<file path="src/rtl/atm_pkg.sv">
// Shared command and response codes for the atomic access monitor.
// Assumes a 3-bit command and a 2-bit response code at the block edge.
package atm_pkg;

    typedef enum logic [2:0] {
        CMD_IDLE = 3'd0,
        CMD_WR   = 3'd1,
        CMD_RD   = 3'd2,
        CMD_RDEX = 3'd3,
        CMD_RDLK = 3'd4,
        CMD_WRNP = 3'd5,
        CMD_WRC  = 3'd6,
        CMD_BCST = 3'd7
    } atm_cmd_e;

    typedef enum logic [1:0] {
        RSP_NULL = 2'd0,
        RSP_DVA  = 2'd1,
        RSP_FAIL = 2'd2,
        RSP_ERR  = 2'd3
    } atm_rsp_e;

    // True for the commands that write unconditionally.
    function automatic logic is_plain_write(input logic [2:0] c);
        return (c == CMD_WR) || (c == CMD_WRNP) || (c == CMD_BCST);
    endfunction

    // True for the commands barred from bursts.
    function automatic logic is_atomic(input logic [2:0] c);
        return (c == CMD_RDEX) || (c == CMD_RDLK) || (c == CMD_WRC);
    endfunction

endpackage

</file>
<file path="src/rtl/atm_lock_ctrl.sv">
// Lock owner register and request admission.
// Holds one blocking lock; while it is held only the owning connection
// is admitted. Assumes set and clear are never requested together.
module atm_lock_ctrl #(
    parameter int CONN_W = 2
) (
    input  logic              clk,
    input  logic              rst_n,
    input  logic              req_valid,
    input  logic [CONN_W-1:0] req_conn,
    input  logic              set_lock,
    input  logic              clr_lock,
    output logic              accept,
    output logic              lock_held,
    output logic [CONN_W-1:0] lock_owner
);

    // Admit unless another connection owns the lock.
    always_comb begin
        accept = req_valid && (!lock_held || (req_conn == lock_owner));
    end

    // Take or release the lock.
    always_ff @(posedge clk) begin
        if (!rst_n) begin
            lock_held  <= 1'b0;
            lock_owner <= '0;
        end else if (set_lock) begin
            lock_held  <= 1'b1;
            lock_owner <= req_conn;
        end else if (clr_lock) begin
            lock_held  <= 1'b0;
        end
    end

endmodule

</file>
<file path="src/rtl/atm_resv_table.sv">
// One reservation slot per connection ID: a valid bit and a word address.
// A linked read loads its own slot; a committed write to an address
// clears every slot holding that address. Assumes load and commit are
// never asserted in the same cycle.
module atm_resv_table #(
    parameter int CONN_W = 2,
    parameter int ADDR_W = 8
) (
    input  logic              clk,
    input  logic              rst_n,
    input  logic [CONN_W-1:0] req_conn,
    input  logic [ADDR_W-1:0] req_addr,
    input  logic              set_resv,
    input  logic              wr_commit,
    output logic              hit
);

    localparam int NCONN = 1 << CONN_W;

    logic [NCONN-1:0]  slot_v;
    logic [ADDR_W-1:0] slot_a [NCONN];

    for (genvar i = 0; i < NCONN; i++) begin : g_slot
        logic              v_q;
        logic [ADDR_W-1:0] a_q;

        // Load on own linked read, drop on a write to the held word.
        always_ff @(posedge clk) begin
            if (!rst_n) begin
                v_q <= 1'b0;
                a_q <= '0;
            end else if (set_resv && (req_conn == CONN_W'(i))) begin
                v_q <= 1'b1;
                a_q <= req_addr;
            end else if (wr_commit && v_q && (a_q == req_addr)) begin
                v_q <= 1'b0;
            end
        end

        assign slot_v[i] = v_q;
        assign slot_a[i] = a_q;
    end

    // Requesting connection holds a reservation at the requested word.
    always_comb begin
        hit = slot_v[req_conn] && (slot_a[req_conn] == req_addr);
    end

endmodule

</file>
<file path="src/rtl/atm_decode.sv">
// Command classification for an admitted request. Purely combinational:
// decides memory access, lock and reservation updates and response code.
// Assumes only the owner can be admitted while the lock is held.
module atm_decode #(
    parameter int BLEN_W = 3
) (
    input  logic              fire,
    input  logic [2:0]        cmd,
    input  logic [BLEN_W-1:0] blen,
    input  logic              lock_held,
    input  logic              resv_hit,
    output logic              do_rd,
    output logic              do_wr,
    output logic              set_lock,
    output logic              clr_lock,
    output logic              set_resv,
    output logic [1:0]        rsp_code
);
    import atm_pkg::*;

    logic single, pw, err, wr_plain, wc_ok;

    // Classify the request and derive every side effect.
    always_comb begin
        single   = (blen == BLEN_W'(1));
        pw       = is_plain_write(cmd);
        err      = (is_atomic(cmd) && !single) || (pw && lock_held && !single);
        wr_plain = fire && !err && pw;
        wc_ok    = fire && (cmd == CMD_WRC) && single && resv_hit;
        do_rd    = fire && !err &&
                   ((cmd == CMD_RD) || (cmd == CMD_RDEX) || (cmd == CMD_RDLK));
        do_wr    = wr_plain || wc_ok;
        set_lock = fire && (cmd == CMD_RDEX) && single;
        clr_lock = wr_plain && lock_held;
        set_resv = fire && (cmd == CMD_RDLK) && single;
        if (!fire || (cmd == CMD_IDLE))  rsp_code = RSP_NULL;
        else if (err)                    rsp_code = RSP_ERR;
        else if ((cmd == CMD_WRC) && !resv_hit) rsp_code = RSP_FAIL;
        else                             rsp_code = RSP_DVA;
    end

endmodule

</file>
<file path="src/rtl/atomic_access_monitor.sv">
// Atomic access monitor in front of a shared memory target.
// Provides a blocking lock (exclusive read then unlocking write) and
// per-connection reservations (linked read then conditional write).
// Assumes the memory writes on the clock edge of mem_wr and returns read
// data one cycle after mem_rd; responses are never back-pressured.
module atomic_access_monitor #(
    parameter int ADDR_W = 8,
    parameter int DATA_W = 16,
    parameter int CONN_W = 2,
    parameter int BLEN_W = 3
) (
    input  logic              clk,
    input  logic              rst_n,
    input  logic              req_valid,
    input  logic [2:0]        req_cmd,
    input  logic [ADDR_W-1:0] req_addr,
    input  logic [DATA_W-1:0] req_wdata,
    input  logic [CONN_W-1:0] req_conn,
    input  logic [BLEN_W-1:0] req_blen,
    output logic              cmd_accept,
    output logic              rsp_valid,
    output logic [1:0]        rsp_code,
    output logic [DATA_W-1:0] rsp_data,
    output logic              mem_wr,
    output logic              mem_rd,
    output logic [ADDR_W-1:0] mem_addr,
    output logic [DATA_W-1:0] mem_wdata,
    input  logic [DATA_W-1:0] mem_rdata
);
    import atm_pkg::*;

    logic              lock_held;
    logic [CONN_W-1:0] lock_owner;
    logic              set_lock, clr_lock, set_resv, resv_hit;
    logic              do_rd, do_wr;
    logic [1:0]        code_d;
    logic              rd_pend;

    atm_lock_ctrl #(.CONN_W(CONN_W)) u_lock (
        .clk        (clk),
        .rst_n      (rst_n),
        .req_valid  (req_valid),
        .req_conn   (req_conn),
        .set_lock   (set_lock),
        .clr_lock   (clr_lock),
        .accept     (cmd_accept),
        .lock_held  (lock_held),
        .lock_owner (lock_owner)
    );

    atm_resv_table #(.CONN_W(CONN_W), .ADDR_W(ADDR_W)) u_resv (
        .clk       (clk),
        .rst_n     (rst_n),
        .req_conn  (req_conn),
        .req_addr  (req_addr),
        .set_resv  (set_resv),
        .wr_commit (do_wr),
        .hit       (resv_hit)
    );

    atm_decode #(.BLEN_W(BLEN_W)) u_dec (
        .fire      (cmd_accept),
        .cmd       (req_cmd),
        .blen      (req_blen),
        .lock_held (lock_held),
        .resv_hit  (resv_hit),
        .do_rd     (do_rd),
        .do_wr     (do_wr),
        .set_lock  (set_lock),
        .clr_lock  (clr_lock),
        .set_resv  (set_resv),
        .rsp_code  (code_d)
    );

    // Memory side follows the admitted request directly.
    always_comb begin
        mem_wr    = do_wr;
        mem_rd    = do_rd;
        mem_addr  = req_addr;
        mem_wdata = req_wdata;
    end

    // Register the response one cycle after admission.
    always_ff @(posedge clk) begin
        if (!rst_n) begin
            rsp_valid <= 1'b0;
            rsp_code  <= RSP_NULL;
            rd_pend   <= 1'b0;
        end else begin
            rsp_valid <= (code_d != RSP_NULL);
            rsp_code  <= code_d;
            rd_pend   <= do_rd;
        end
    end

    // Read data is forwarded only on read responses.
    always_comb begin
        rsp_data = rd_pend ? mem_rdata : '0;
    end

endmodule

</file>
<file path="config.mk">
export PLATFORM = sky130hd
export DESIGN_NAME = atomic_access_monitor
export DESIGN_NICKNAME = d
export VERILOG_FILES = /design/src/rtl/atm_pkg.sv /design/src/rtl/atm_lock_ctrl.sv /design/src/rtl/atm_resv_table.sv /design/src/rtl/atm_decode.sv /design/src/rtl/atomic_access_monitor.sv
export SDC_FILE = /design/constraint.sdc
export NUM_CORES = 1
export LEC_CHECK = 0
export BUFFER_PORTS_ARGS = -buffer_cell sky130_fd_sc_hd__buf_4
export CORE_UTILIZATION = 40
export CTS_CLUSTER_DIAMETER = 200
export DETAILED_ROUTE_END_ITERATION = 10
export MAX_ROUTING_LAYER = met4
export PLACE_DENSITY = 0.77
export SYNTH_ARGS = -nofsm -noshare
export SYNTH_HDL_FRONTEND = slang
export SYNTH_SLANG_ARGS = --single-unit
</file>
<file path="constraint.sdc">
create_clock -name clk -period 2.3 [get_ports clk]
set_input_delay 0.345 -clock clk [delete_from_list [all_inputs] [get_ports clk]]
set_output_delay 0.345 -clock clk [all_outputs]
set_load 0.01 [all_outputs]
</file>
# == After elaboration in Yosys (flattened, before gate mapping) ==
# Index checks and enable logic that the tools add are counted.
# op_classes
magnitude_cmp,2
n_eq_ne,17
n_mux,19
n_bitwise,1
n_reduce_logical,52
# ops
operator,n
8-bit == test,5
1-bit logical AND,29
8-bit binary-select mux with 2-bit select,1
16-bit 2-to-1 mux,1
8-bit 2-to-1 mux,2
"3-bit == test, second input constant",4
2-bit nonzero test,6
1-bit 2-to-1 mux,11
1-bit logical OR,10
"3-bit by 1-bit == test with 1-bit output, second input constant",2
"3-bit by 2-bit == test with 1-bit output, second input constant",2
2-bit 2-to-1 mux,3
1-bit logical NOT,5
"2-bit == test, second input constant",2
"3-bit greater-or-equal comparator, second input constant",1
3-bit logical NOT,1
"2-bit by 3-bit less-than comparator with 1-bit output, second input constant",1
2-bit NOT with 3-bit output,1
1-bit binary-select mux with 2-bit select,1
"2-bit by 1-bit == test with 1-bit output, second input constant",1
2-bit == test,1
2-bit logical NOT,1
# word_totals
reg_bits,43
input_bits,51
out_inout_bits,46

# == Longest topological paths before layout ==
# Gate-level depths: netlist of the first run.
# logic_depth
word_depth,14
ltp_mapped,8

# == By module ==
# Synthesis of the first run repeated with hierarchy kept, for this count alone.
# hier_totals
cells_unflattened,304
hier_area_um2,2819.0
# modules_own_cells
module,n_inst,cells_per_inst,area_per_inst_um2
atm_resv_table,1,219,2120.8
atomic_access_monitor,1,49,412.9
atm_decode,1,23,150.1
atm_lock_ctrl,1,13,135.1

# == Worst setup path before layout of the first run ==
# OpenSTA, ideal clock, no wires.
# synth_path
path_type,input -> output
start,in req_conn[0]
end,out mem_wr
arrival_time_ns,1.727
required_ns,1.955
setup_slack_ns,0.228
path_stages,6
n_path_buf,2
cell_sequence,buf_6 -> clkbuf_8 -> mux4_2 -> xnor2_1 -> nand4b_1 -> o21ai_0
# synth_between
elab_chain_cells,8
word_cells_on_any_way,17
# synth_rtl
item,line_no,source
"start, declared",atomic_access_monitor.sv:18,"input logic [CONN_W-1:0] req_conn,"
2-bit NOT with 3-bit output (implied by the code),atm_resv_table.sv:46,hit = slot_v[req_conn] && (slot_a[req_conn] == req_addr);
8-bit binary-select mux with 2-bit select,atm_resv_table.sv:46,
8-bit 2-to-1 mux (implied by the code) (2 in series),atm_resv_table.sv:46,
8-bit == test,atm_resv_table.sv:46,
1-bit logical AND,atm_resv_table.sv:46,
1-bit logical AND,atm_decode.sv:29,wc_ok = fire && (cmd == CMD_WRC) && single && resv_hit;
1-bit logical OR *,atm_decode.sv:32,do_wr = wr_plain || wc_ok;
"end, declared",atomic_access_monitor.sv:24,"output logic mem_wr,"
# Every way passes the cells marked *; elsewhere a longest branch is shown, timed or not. The select of a mux whose other input is x is not followed.

# == Final worst setup path of the first run ==
# layout_path
start,reg u_resv.g_slot[3].a_q[6]
end,out mem_wr
# layout_between
elab_chain_cells,7
# layout_rtl
item,line_no,source
"start, declared",atm_resv_table.sv:25,logic [ADDR_W-1:0] a_q;
"start signal, assigned",atm_resv_table.sv:34,a_q <= req_addr;
8-bit binary-select mux with 2-bit select,atm_resv_table.sv:46,
8-bit 2-to-1 mux (implied by the code) (2 in series),atm_resv_table.sv:46,
8-bit == test,atm_resv_table.sv:46,
1-bit logical AND,atm_resv_table.sv:46,
1-bit logical AND,atm_decode.sv:29,
1-bit logical OR,atm_decode.sv:32,
# No other way between the ends. The select of a mux whose other input is x is not followed.

==> results of run 1 <==
final cells by class:
class | instances | area (um2)
clock buffers | 7 | 96.3
clock inverters | 1 | 7.51
fillers | 600 | 3230
inverters | 6 | 22.5
multi-input cells | 217 | 1580
flip-flops and latches | 43 | 866
well taps | 77 | 96.3
repair buffers | 74 | 556
sequential cells by signal, indices dropped and copies added (netlist names):
| signal | flops |
|---|---|
| u_resv.g_slot.a_q | 32 |
| u_resv.g_slot.v_q | 4 |
| rsp_code | 2 |
| u_lock.lock_owner | 2 |
| rd_pend | 1 |
| rsp_valid | 1 |
| u_lock.lock_held | 1 |
critical path: stages (launching register included):
cell,delay (ns)
sky130_fd_sc_hd__dfxtp_1,0.34
sky130_fd_sc_hd__mux4_2,0.48
sky130_fd_sc_hd__xor2_1,0.16
sky130_fd_sc_hd__nor2_2,0.14
sky130_fd_sc_hd__nand4b_1,0.15
sky130_fd_sc_hd__o21ai_2,0.17
sky130_fd_sc_hd__buf_4,0.13
Yosys cell counts (4+ instances only):
cell / instances
sky130_fd_sc_hd__mux2i_1: 30
sky130_fd_sc_hd__a21oi_1: 18
sky130_fd_sc_hd__buf_4: 24
sky130_fd_sc_hd__buf_2: 7
sky130_fd_sc_hd__nand4_1: 4
sky130_fd_sc_hd__nor2_1: 33
sky130_fd_sc_hd__nand2_1: 25
sky130_fd_sc_hd__xor2_1: 30
sky130_fd_sc_hd__inv_1: 5
sky130_fd_sc_hd__xnor2_1: 11
sky130_fd_sc_hd__clkbuf_1: 12
sky130_fd_sc_hd__mux4_2: 4
sky130_fd_sc_hd__nor4_1: 8
sky130_fd_sc_hd__and2_1: 18
sky130_fd_sc_hd__dfxtp_1: 43
sky130_fd_sc_hd__nor2b_1: 4
sky130_fd_sc_hd__o21ai_0: 5
logic make-up (layout without fill, tap and decap cells):
logic type / after synthesis / in the layout
AND/OR/NAND/NOR: 103 / 103
buffers and inverters: 51 / 88
flip-flops: 43 / 43
XOR/XNOR: 41 / 41
multiplexers: 38 / 38
AO/OA/AOI/OAI: 35 / 35
per-layer routing:
metal	GRT usage	vias up
met5	-	-
met4	0.0724	0
met3	0.0482	13
met2	0.308	91
met1	0.212	1066
li1	-	1097
worst paths after layout:
| check | start | to | slack, ns | depth (start not counted) |
|---|---|---|---|---|
| setup / recovery | u_resv.g_slot[3].a_q[6] | mem_wr | 0.07 | 6 |
| hold / removal | rst_n | u_resv.g_slot[2].v_q | 0.36 | 3 |
| setup reg to reg | u_lock.lock_owner[0] | u_resv.g_slot[2].a_q[2] | 0.41 | 8 |
| hold reg to reg | u_resv.g_slot[3].a_q[4] | u_resv.g_slot[3].a_q[4] | 0.49 | 2 |
through the flow:
step	util	TNS [ns]	cell area, um2	total power (W)
finish	0.499	0	3220	0.00150
global placement	0.478	0	3090	0.000976
global route	0.499	-0.0359	3220	0.00157
detailed placement	0.478	0	3090	0.000979
CTS	0.495	0	3190	0.00151
floorplan	-	0	2730	0.000927
report_power, final:
group	internal, W	switching (W)	total [W]
Combinational	0.000100	0.000113	0.000213
Clock	0.000273	0.000263	0.000536
Sequential	0.000749	0.00000348	0.000753
repair_timing:
action	CTS	global route
endpoints found under the setup margin	1	1
buffers inserted	0	2
pin swaps	0	3
resized for setup	1	9
==> report_table.html, run 1 <==
<table>
<tr><th>Metric</th><th>Value</th></tr>
<tr><th colspan="2">STA</th></tr>
<tr><td>Worst Tran Pin Value</td><td>1.01 ns</td></tr>
<tr><td>Total setup violations reported at the end of the flow</td><td>0</td></tr>
<tr><td>Total count of max-transition violations in the final report</td><td>0</td></tr>
<tr><td>Hold Violations, Final</td><td>0</td></tr>
<tr><td>Tcrit/Tclk final</td><td>0.968</td></tr>
<tr><td>Hold WS</td><td>0.359 ns</td></tr>
<tr><td>Relative max-transition margin</td><td>0.325</td></tr>
<tr><td>Clock Skews</td><td>0.00434 ns</td></tr>
<tr><td>Min Clock Period, post-route</td><td>2.23 ns</td></tr>
<tr><td>Min setup slack post-route</td><td>0.0734 ns</td></tr>
<tr><td>Top achievable clock speed</td><td>0.449 GHz</td></tr>
<tr><td>RSZ-0062 raised after global routing</td><td>yes</td></tr>
<tr><th colspan="2">Synth</th></tr>
<tr><td>Post-Synthesis Net Count</td><td>362</td></tr>
<tr><td>Combinational family with the most area after synthesis</td><td>simple AND/OR/NAND/NOR gates</td></tr>
<tr><td>Ys flop type</td><td>sky130_fd_sc_hd__dfxtp_1</td></tr>
<tr><td>Post-synth cell types</td><td>40</td></tr>
<tr><td>Sequential area share after synthesis</td><td>0.316</td></tr>
<tr><td>Library cell with the largest summed area after synthesis</td><td>sky130_fd_sc_hd__dfxtp_1</td></tr>
<tr><td>Xor and xnor fraction of the mapped netlist area</td><td>0.132</td></tr>
<tr><td>Ranking of synthesized cells by area</td><td>sky130_fd_sc_hd__dfxtp_1, sky130_fd_sc_hd__mux2i_1, sky130_fd_sc_hd__xor2_1, sky130_fd_sc_hd__buf_4, sky130_fd_sc_hd__nor2_1</td></tr>
<tr><td>Post-Synth Simple-Gate Area</td><td>0.184</td></tr>
<tr><td>Number of enable flip-flop cells after synthesis</td><td>0</td></tr>
<tr><td>Share of the synthesized area in compound gates (AO/OA/AOI/OAI)</td><td>0.0789</td></tr>
<tr><td>Mean post-synth cell area</td><td>8.77 um2</td></tr>
<tr><td>Yosys warnings</td><td>0</td></tr>
<tr><td>Share of the synthesized area in the top cell type</td><td>0.316</td></tr>
<tr><td>Cell area after synthesis</td><td>2730 um2</td></tr>
<tr><td>Proportion of synthesized area in mux cells</td><td>0.176</td></tr>
<tr><td>Fraction of registers with async set/reset</td><td>0</td></tr>
<tr><td>Number of storage elements in the synthesis netlist</td><td>43</td></tr>
<tr><td>Area share of fa/ha/maj cells after synthesis</td><td>0</td></tr>
<tr><td>Mapped Cells</td><td>311</td></tr>
<tr><th colspan="2">Pwr</th></tr>
<tr><td>Lkg Pwr</td><td>1.40 nW</td></tr>
<tr><td>Power per cell area</td><td>466 nW/um2</td></tr>
<tr><td>Max IR drop VDD</td><td>352 uV</td></tr>
<tr><th colspan="2">Setup path</th></tr>
<tr><td>CP arrival</td><td>1.88 ns</td></tr>
<tr><td>CP Launch Type</td><td>flop</td></tr>
<tr><td>Required time worst endpoint</td><td>1.96 ns</td></tr>
<tr><td>Critical path capture point type</td><td>primary output</td></tr>
<tr><td>Top fanout value on the critical path</td><td>3</td></tr>
<tr><td>Worst setup path class</td><td>reg -&gt; out</td></tr>
<tr><th colspan="2">Hold path</th></tr>
<tr><td>Kind of path behind the tightest hold check</td><td>in -&gt; reg</td></tr>
<tr><th colspan="2">GRT</th></tr>
<tr><td>Global route total overflow</td><td>0</td></tr>
<tr><td>Global router's overall resource usage</td><td>0.185</td></tr>
<tr><td>Largest net degree at the start of global routing</td><td>37</td></tr>
<tr><td>Wire length of the first global-routing pass</td><td>10.0 mm</td></tr>
<tr><td>Number of antenna violations at the first check in global routing</td><td>0</td></tr>
<tr><td>Vias in the first global route</td><td>2,091</td></tr>
<tr><th colspan="2">Clock tree</th></tr>
<tr><td>Hold-fix buffers, CTS</td><td>0</td></tr>
<tr><td>Root buffer cell</td><td>sky130_fd_sc_hd__clkbuf_8</td></tr>
<tr><td>Source-to-sink clock delay at the later pin of the worst-skew pair</td><td>0.31 ns</td></tr>
<tr><td>Number of sinks on the clock net</td><td>43</td></tr>
<tr><td>Clock transition at path regs</td><td>0.08 ns</td></tr>
<tr><td>CTS max path bufs</td><td>2</td></tr>
<tr><td>Maximum level of the CTS H-tree</td><td>2</td></tr>
<tr><td>Number of CTS-inserted buffers</td><td>5</td></tr>
<tr><td>TritonCTS clock tree</td><td>yes</td></tr>
<tr><th colspan="2">Drt</th></tr>
<tr><td>Met1 Routed Length</td><td>2.65 mm</td></tr>
<tr><td>Number of design-rule violations left by the first detailed-router iteration</td><td>132</td></tr>
<tr><td>Routed wire per std cell</td><td>15.0 um</td></tr>
<tr><td>Vias per cell</td><td>5.33</td></tr>
<tr><td>DRT Wirelength</td><td>6.38 mm</td></tr>
<tr><td>Total length of routed met3 wires</td><td>483 um</td></tr>
<tr><td>Routed wl met2</td><td>3.14 mm</td></tr>
<tr><td>Count of TritonRoute iterations in the first routing pass</td><td>8</td></tr>
<tr><td>Post-DRT Antenna Nets</td><td>0</td></tr>
<tr><td>Highest routing layer actually used</td><td>met4</td></tr>
<tr><td>Count of unresolved DRC violations after routing</td><td>15</td></tr>
<tr><td>Number of vias after detailed routing</td><td>2,267</td></tr>
<tr><th colspan="2">Floorplanning</th></tr>
<tr><td>Boundary pin count</td><td>97</td></tr>
<tr><td>Core Region</td><td>6460 um2</td></tr>
<tr><td>Die boundary width</td><td>84.6 um</td></tr>
<tr><td>Effective utilization at floorplan</td><td>0.422</td></tr>
<tr><td>Height of the die</td><td>84.6 um</td></tr>
<tr><td>Die area</td><td>7150 um2</td></tr>
<tr><td>Num rows</td><td>29</td></tr>
<tr><th colspan="2">Finish</th></tr>
<tr><td>Area growth from synthesis to layout</td><td>18.3%</td></tr>
<tr><td>Post-route non-filler standard cell count</td><td>425</td></tr>
<tr><td>Ratio of cells with drive above 1 in the final layout</td><td>0.290</td></tr>
<tr><td>Most frequent standard cell in the layout excluding fill and tap cells</td><td>sky130_fd_sc_hd__buf_4</td></tr>
<tr><td># nets final</td><td>398</td></tr>
<tr><td>Most frequent cells in the layout</td><td>sky130_fd_sc_hd__buf_4, sky130_fd_sc_hd__dfxtp_1, sky130_fd_sc_hd__nor2_1</td></tr>
<tr><td>Count of antenna diodes in the layout</td><td>0</td></tr>
<tr><th colspan="2">Place</th></tr>
<tr><td>I/O Buffers</td><td>64</td></tr>
<tr><td>GPL Wtd Cong</td><td>0.872</td></tr>
<tr><td>Place WS</td><td>0.0314 ns</td></tr>
<tr><td>HPWL after detailed placement</td><td>4.71 mm</td></tr>
<tr><td>Number of placed cells counting well taps</td><td>415</td></tr>
<tr><th colspan="2">Outcome</th></tr>
<tr><td>Run status</td><td>finished, violations left</td></tr>
<tr><td>Violations in the final reports</td><td>design-rule violations</td></tr>
<tr><th colspan="2">Flow run</th></tr>
<tr><td>Max Cap Viol</td><td>0</td></tr>
</table>
(Power assumes the default switching activity.)
==> inputs of run 2 (changes only) <==
- CTS_BUF_LIST: unset -> sky130_fd_sc_hd__clkbuf_2
==> report_table.html, run 2 (synthesized netlist as in run 1, its figures left out) <==
<table>
<tr><th>Metric</th><th>Value</th></tr>
<tr><th colspan="2">Pwr</th></tr>
<tr><td>Overall Power</td><td>0.00130 W</td></tr>
<tr><td>Lkg Pwr</td><td>1.46 nW</td></tr>
<tr><td>Max IR drop VDD</td><td>256 uV</td></tr>
<tr><td>Power per cell area</td><td>394 nW/um2</td></tr>
<tr><th colspan="2">Place</th></tr>
<tr><td>Placed standard-cell area</td><td>3090 um2</td></tr>
<tr><td>I/O Buffers</td><td>64</td></tr>
<tr><td>Place WS</td><td>0.0314 ns</td></tr>
<tr><td>GPL Wtd Cong</td><td>0.872</td></tr>
<tr><td>HPWL after detailed placement</td><td>4.71 mm</td></tr>
<tr><th colspan="2">Setup path</th></tr>
<tr><td>Max incr delay on CP</td><td>0.46 ns</td></tr>
<tr><td>Critical path destination</td><td>mem_wr</td></tr>
<tr><td>CP cell instances</td><td>mux4_2 -&gt; xor2_1 -&gt; nor2_2 -&gt; o2111ai_2 -&gt; o21ai_1 -&gt; buf_4</td></tr>
<tr><td>CP Launch Type</td><td>flop</td></tr>
<tr><td>Setup slack, reg-to-reg</td><td>-0.02 ns</td></tr>
<tr><td>Levels on crit path</td><td>6</td></tr>
<tr><td>Depth of the most critical reg-to-reg path</td><td>13</td></tr>
<tr><td>Required time worst endpoint</td><td>1.96 ns</td></tr>
<tr><td>Critical path's slowest cell</td><td>sky130_fd_sc_hd__mux4_2</td></tr>
<tr><td>Critical path capture point type</td><td>primary output</td></tr>
<tr><td>Buf/Inv on CP</td><td>1</td></tr>
<tr><td>RR Endpoint</td><td>rsp_code[0]</td></tr>
<tr><td>R2r startpoint</td><td>u_resv.g_slot[3].a_q[3]</td></tr>
<tr><td>CP arrival</td><td>2.02 ns</td></tr>
<tr><td>Worst setup path class</td><td>reg -&gt; out</td></tr>
<tr><td>Critical path launch point</td><td>u_resv.g_slot[2].a_q[2]</td></tr>
<tr><td>Top cell family by delay on the critical path</td><td>multiplexers</td></tr>
<tr><td>Top fanout value on the critical path</td><td>3</td></tr>
<tr><th colspan="2">Clock tree</th></tr>
<tr><td>Maximum level of the CTS H-tree</td><td>2</td></tr>
<tr><td>Root buffer cell</td><td>sky130_fd_sc_hd__clkbuf_2</td></tr>
<tr><td>CTS max path bufs</td><td>2</td></tr>
<tr><td>Source-to-sink clock delay at the later pin of the worst-skew pair</td><td>0.42 ns</td></tr>
<tr><td>Clock transition at path regs</td><td>0.22 ns</td></tr>
<tr><td>Number of CTS-inserted buffers</td><td>5</td></tr>
<tr><td>Number of sinks on the clock net</td><td>43</td></tr>
<tr><td>TritonCTS clock tree</td><td>yes</td></tr>
<tr><th colspan="2">GRT</th></tr>
<tr><td>Largest net degree at the start of global routing</td><td>37</td></tr>
<tr><td>Routing usage on met2</td><td>0.327</td></tr>
<tr><td>Global router's overall resource usage</td><td>0.193</td></tr>
<tr><td>Global route total overflow</td><td>0</td></tr>
<tr><td>Wire length of the first global-routing pass</td><td>10.6 mm</td></tr>
<tr><td>Vias in the first global route</td><td>2,246</td></tr>
<tr><td>Number of antenna violations at the first check in global routing</td><td>0</td></tr>
<tr><td>Met1 track demand over resource</td><td>0.220</td></tr>
<tr><td>Met3 Usage GRT</td><td>0.0423</td></tr>
<tr><td>Peak-usage layer in the global routing report</td><td>met2</td></tr>
<tr><th colspan="2">Floorplanning</th></tr>
<tr><td>Effective utilization at floorplan</td><td>0.422</td></tr>
<tr><td>Num rows</td><td>29</td></tr>
<tr><td>Boundary pin count</td><td>97</td></tr>
<tr><td>Height of the die</td><td>84.6 um</td></tr>
<tr><td>Die boundary width</td><td>84.6 um</td></tr>
<tr><td>Die area</td><td>7150 um2</td></tr>
<tr><td>Core Region</td><td>6460 um2</td></tr>
<tr><th colspan="2">Drt</th></tr>
<tr><td>Number of design-rule violations left by the first detailed-router iteration</td><td>176</td></tr>
<tr><td>Number of vias after detailed routing</td><td>2,349</td></tr>
<tr><td>DRT Wirelength</td><td>6.66 mm</td></tr>
<tr><td>Count of TritonRoute iterations in the first routing pass</td><td>8</td></tr>
<tr><td>Count of unresolved DRC violations after routing</td><td>15</td></tr>
<tr><td>Post-DRT Antenna Nets</td><td>0</td></tr>
<tr><td>Vias per cell</td><td>5.33</td></tr>
<tr><td>Routed wire per std cell</td><td>15.1 um</td></tr>
<tr><th colspan="2">Finish</th></tr>
<tr><td>Count of antenna diodes in the layout</td><td>0</td></tr>
<tr><td>Top Registers</td><td>u_resv.g_slot.a_q (32), u_resv.g_slot.v_q (4)</td></tr>
<tr><td>Top reg by flops</td><td>u_resv.g_slot.a_q</td></tr>
<tr><td>Area of the multi-input gates</td><td>1570 um2</td></tr>
<tr><td>Ratio of cells with drive above 1 in the final layout</td><td>0.346</td></tr>
<tr><td>Most frequent standard cell in the layout excluding fill and tap cells</td><td>sky130_fd_sc_hd__buf_4</td></tr>
<tr><td>Area growth from synthesis to layout</td><td>20.6%</td></tr>
<tr><td>Area of all placed cells without fillers</td><td>3290 um2</td></tr>
<tr><td>Most frequent cells in the layout</td><td>sky130_fd_sc_hd__buf_4, sky130_fd_sc_hd__nor2_1, sky130_fd_sc_hd__xor2_1, sky130_fd_sc_hd__mux2i_1, sky130_fd_sc_hd__dfxtp_1</td></tr>
<tr><td>Number of flip-flops under the largest register name</td><td>32</td></tr>
<tr><td>Final-layout fill cell count</td><td>602</td></tr>
<tr><td>FF/Latch Area</td><td>880 um2</td></tr>
<tr><td># nets final</td><td>414</td></tr>
<tr><th colspan="2">STA</th></tr>
<tr><td>Top achievable clock speed</td><td>0.423 GHz</td></tr>
<tr><td>Min setup slack post-route</td><td>-0.0637 ns</td></tr>
<tr><td>Clock Skews</td><td>0.0211 ns</td></tr>
<tr><td>Total count of max-transition violations in the final report</td><td>0</td></tr>
<tr><td>Total setup violations reported at the end of the flow</td><td>2</td></tr>
<tr><td>Min Clock Period, post-route</td><td>2.36 ns</td></tr>
<tr><td>Hold Violations, Final</td><td>0</td></tr>
<tr><td>Relative max-transition margin</td><td>0.311</td></tr>
<tr><td>Worst Tran Pin Value</td><td>1.03 ns</td></tr>
<tr><td>Tcrit/Tclk final</td><td>1.03</td></tr>
<tr><td>RSZ-0062 raised after global routing</td><td>yes</td></tr>
<tr><th colspan="2">Hold path</th></tr>
<tr><td>Cells on Worst Hold Path</td><td>3</td></tr>
<tr><td>Kind of path behind the tightest hold check</td><td>in -&gt; reg</td></tr>
<tr><th colspan="2">Flow run</th></tr>
<tr><td>Max Cap Viol</td><td>0</td></tr>
<tr><th colspan="2">Outcome</th></tr>
<tr><td>Run status</td><td>finished, violations left</td></tr>
<tr><td>Violations in the final reports</td><td>design-rule violations, negative setup slack</td></tr>
</table>
[run 2: changes by cell type in the layout (fill, tap and decap cells not counted), moves of 2 or more]
cell                       previous run  this run
sky130_fd_sc_hd__o21ai_1              0         2
sky130_fd_sc_hd__clkbuf_2             0         5
sky130_fd_sc_hd__buf_4               74        90
sky130_fd_sc_hd__clkbuf_8             7         0
sky130_fd_sc_hd__dfxtp_2              4        15
sky130_fd_sc_hd__dfxtp_1             39        28
sky130_fd_sc_hd__clkinv_1             1         3
[run 2: worst register-to-register path: stages, from the launching register on]
cell                      delay, ns
sky130_fd_sc_hd__dfxtp_2       0.38
sky130_fd_sc_hd__mux4_2        0.47
sky130_fd_sc_hd__xor2_1        0.18
sky130_fd_sc_hd__nor2_2        0.06
sky130_fd_sc_hd__buf_4         0.13
sky130_fd_sc_hd__buf_4         0.12
sky130_fd_sc_hd__buf_4         0.12
sky130_fd_sc_hd__buf_4         0.12
sky130_fd_sc_hd__buf_4         0.12
sky130_fd_sc_hd__buf_4         0.12
sky130_fd_sc_hd__buf_4         0.12
sky130_fd_sc_hd__nand3_1       0.09
sky130_fd_sc_hd__or2_1         0.11
sky130_fd_sc_hd__a31oi_1       0.07
[run 2: layout make-up]
type	count	share of cell area
Multi-Input combinational cell	217	0.478
Sequential cell	43	0.268
Inverter	6	0.00685
Clock buffer	5	0.00761
Timing Repair Buffer	90	0.206
Clock inverter	3	0.00457
Tap cell	77	0.0293
[run 2: metal layers]
metal  vias to the layer above  wire length [um]
li1                       1126                 -
met1                      1097              2730
met2                       109              3290
met3                        17               490
met4                         0               152
met5                         -                 0
[run 2: worst min path at each step]
| stage | slack [ns] | endpoint | startpoint |
|---|---|---|---|
| 6_report | 0.22 | u_resv.g_slot[3].a_q[6] | req_addr[6] |
| 2_1_floorplan | 0.45 | u_resv.g_slot[3].a_q[3] | u_resv.g_slot[3].a_q[3] |
| 4_1_cts | 0.19 | u_resv.g_slot[3].a_q[6] | req_addr[6] |
| 3_3_place_gp | 0.46 | u_resv.g_slot[3].a_q[4] | u_resv.g_slot[3].a_q[4] |
| 3_5_place_dp | 0.48 | u_resv.g_slot[3].a_q[4] | u_resv.g_slot[3].a_q[4] |
| 5_1_grt | 0.19 | u_resv.g_slot[3].a_q[6] | req_addr[6] |
[run 2: power breakdown]
part,switching (W),total (W),internal [W]
clock network,0.000250,0.000318,0.0000675
registers,0.00000351,0.000755,0.000752
logic,0.000115,0.000222,0.000107
total,0.000369,0.00130,0.000927
[run 2: what timing repair did]
action / 4_1_cts / 5_1_grt
endpoints found under the hold margin: 0 / 0
hold buffers: 0 / 0
pin swaps: 3 / 3
setup buffers: 16 / 2
gates cloned: 0 / 0
gates resized for setup: 14 / 7
endpoints found under the setup margin: 1 / 3
[run 2: stage by stage]
step                      hold WS (ns)   util  TNS (ns)  std cells
after floorplan                  0.452      -         0        311
after global placement           0.465  0.478         0        415
after detailed placement         0.476  0.478         0        415
after CTS                        0.194  0.504   -0.0892        439
after global routing             0.193  0.509    -0.477        441
final                            0.217  0.509   -0.0787        441
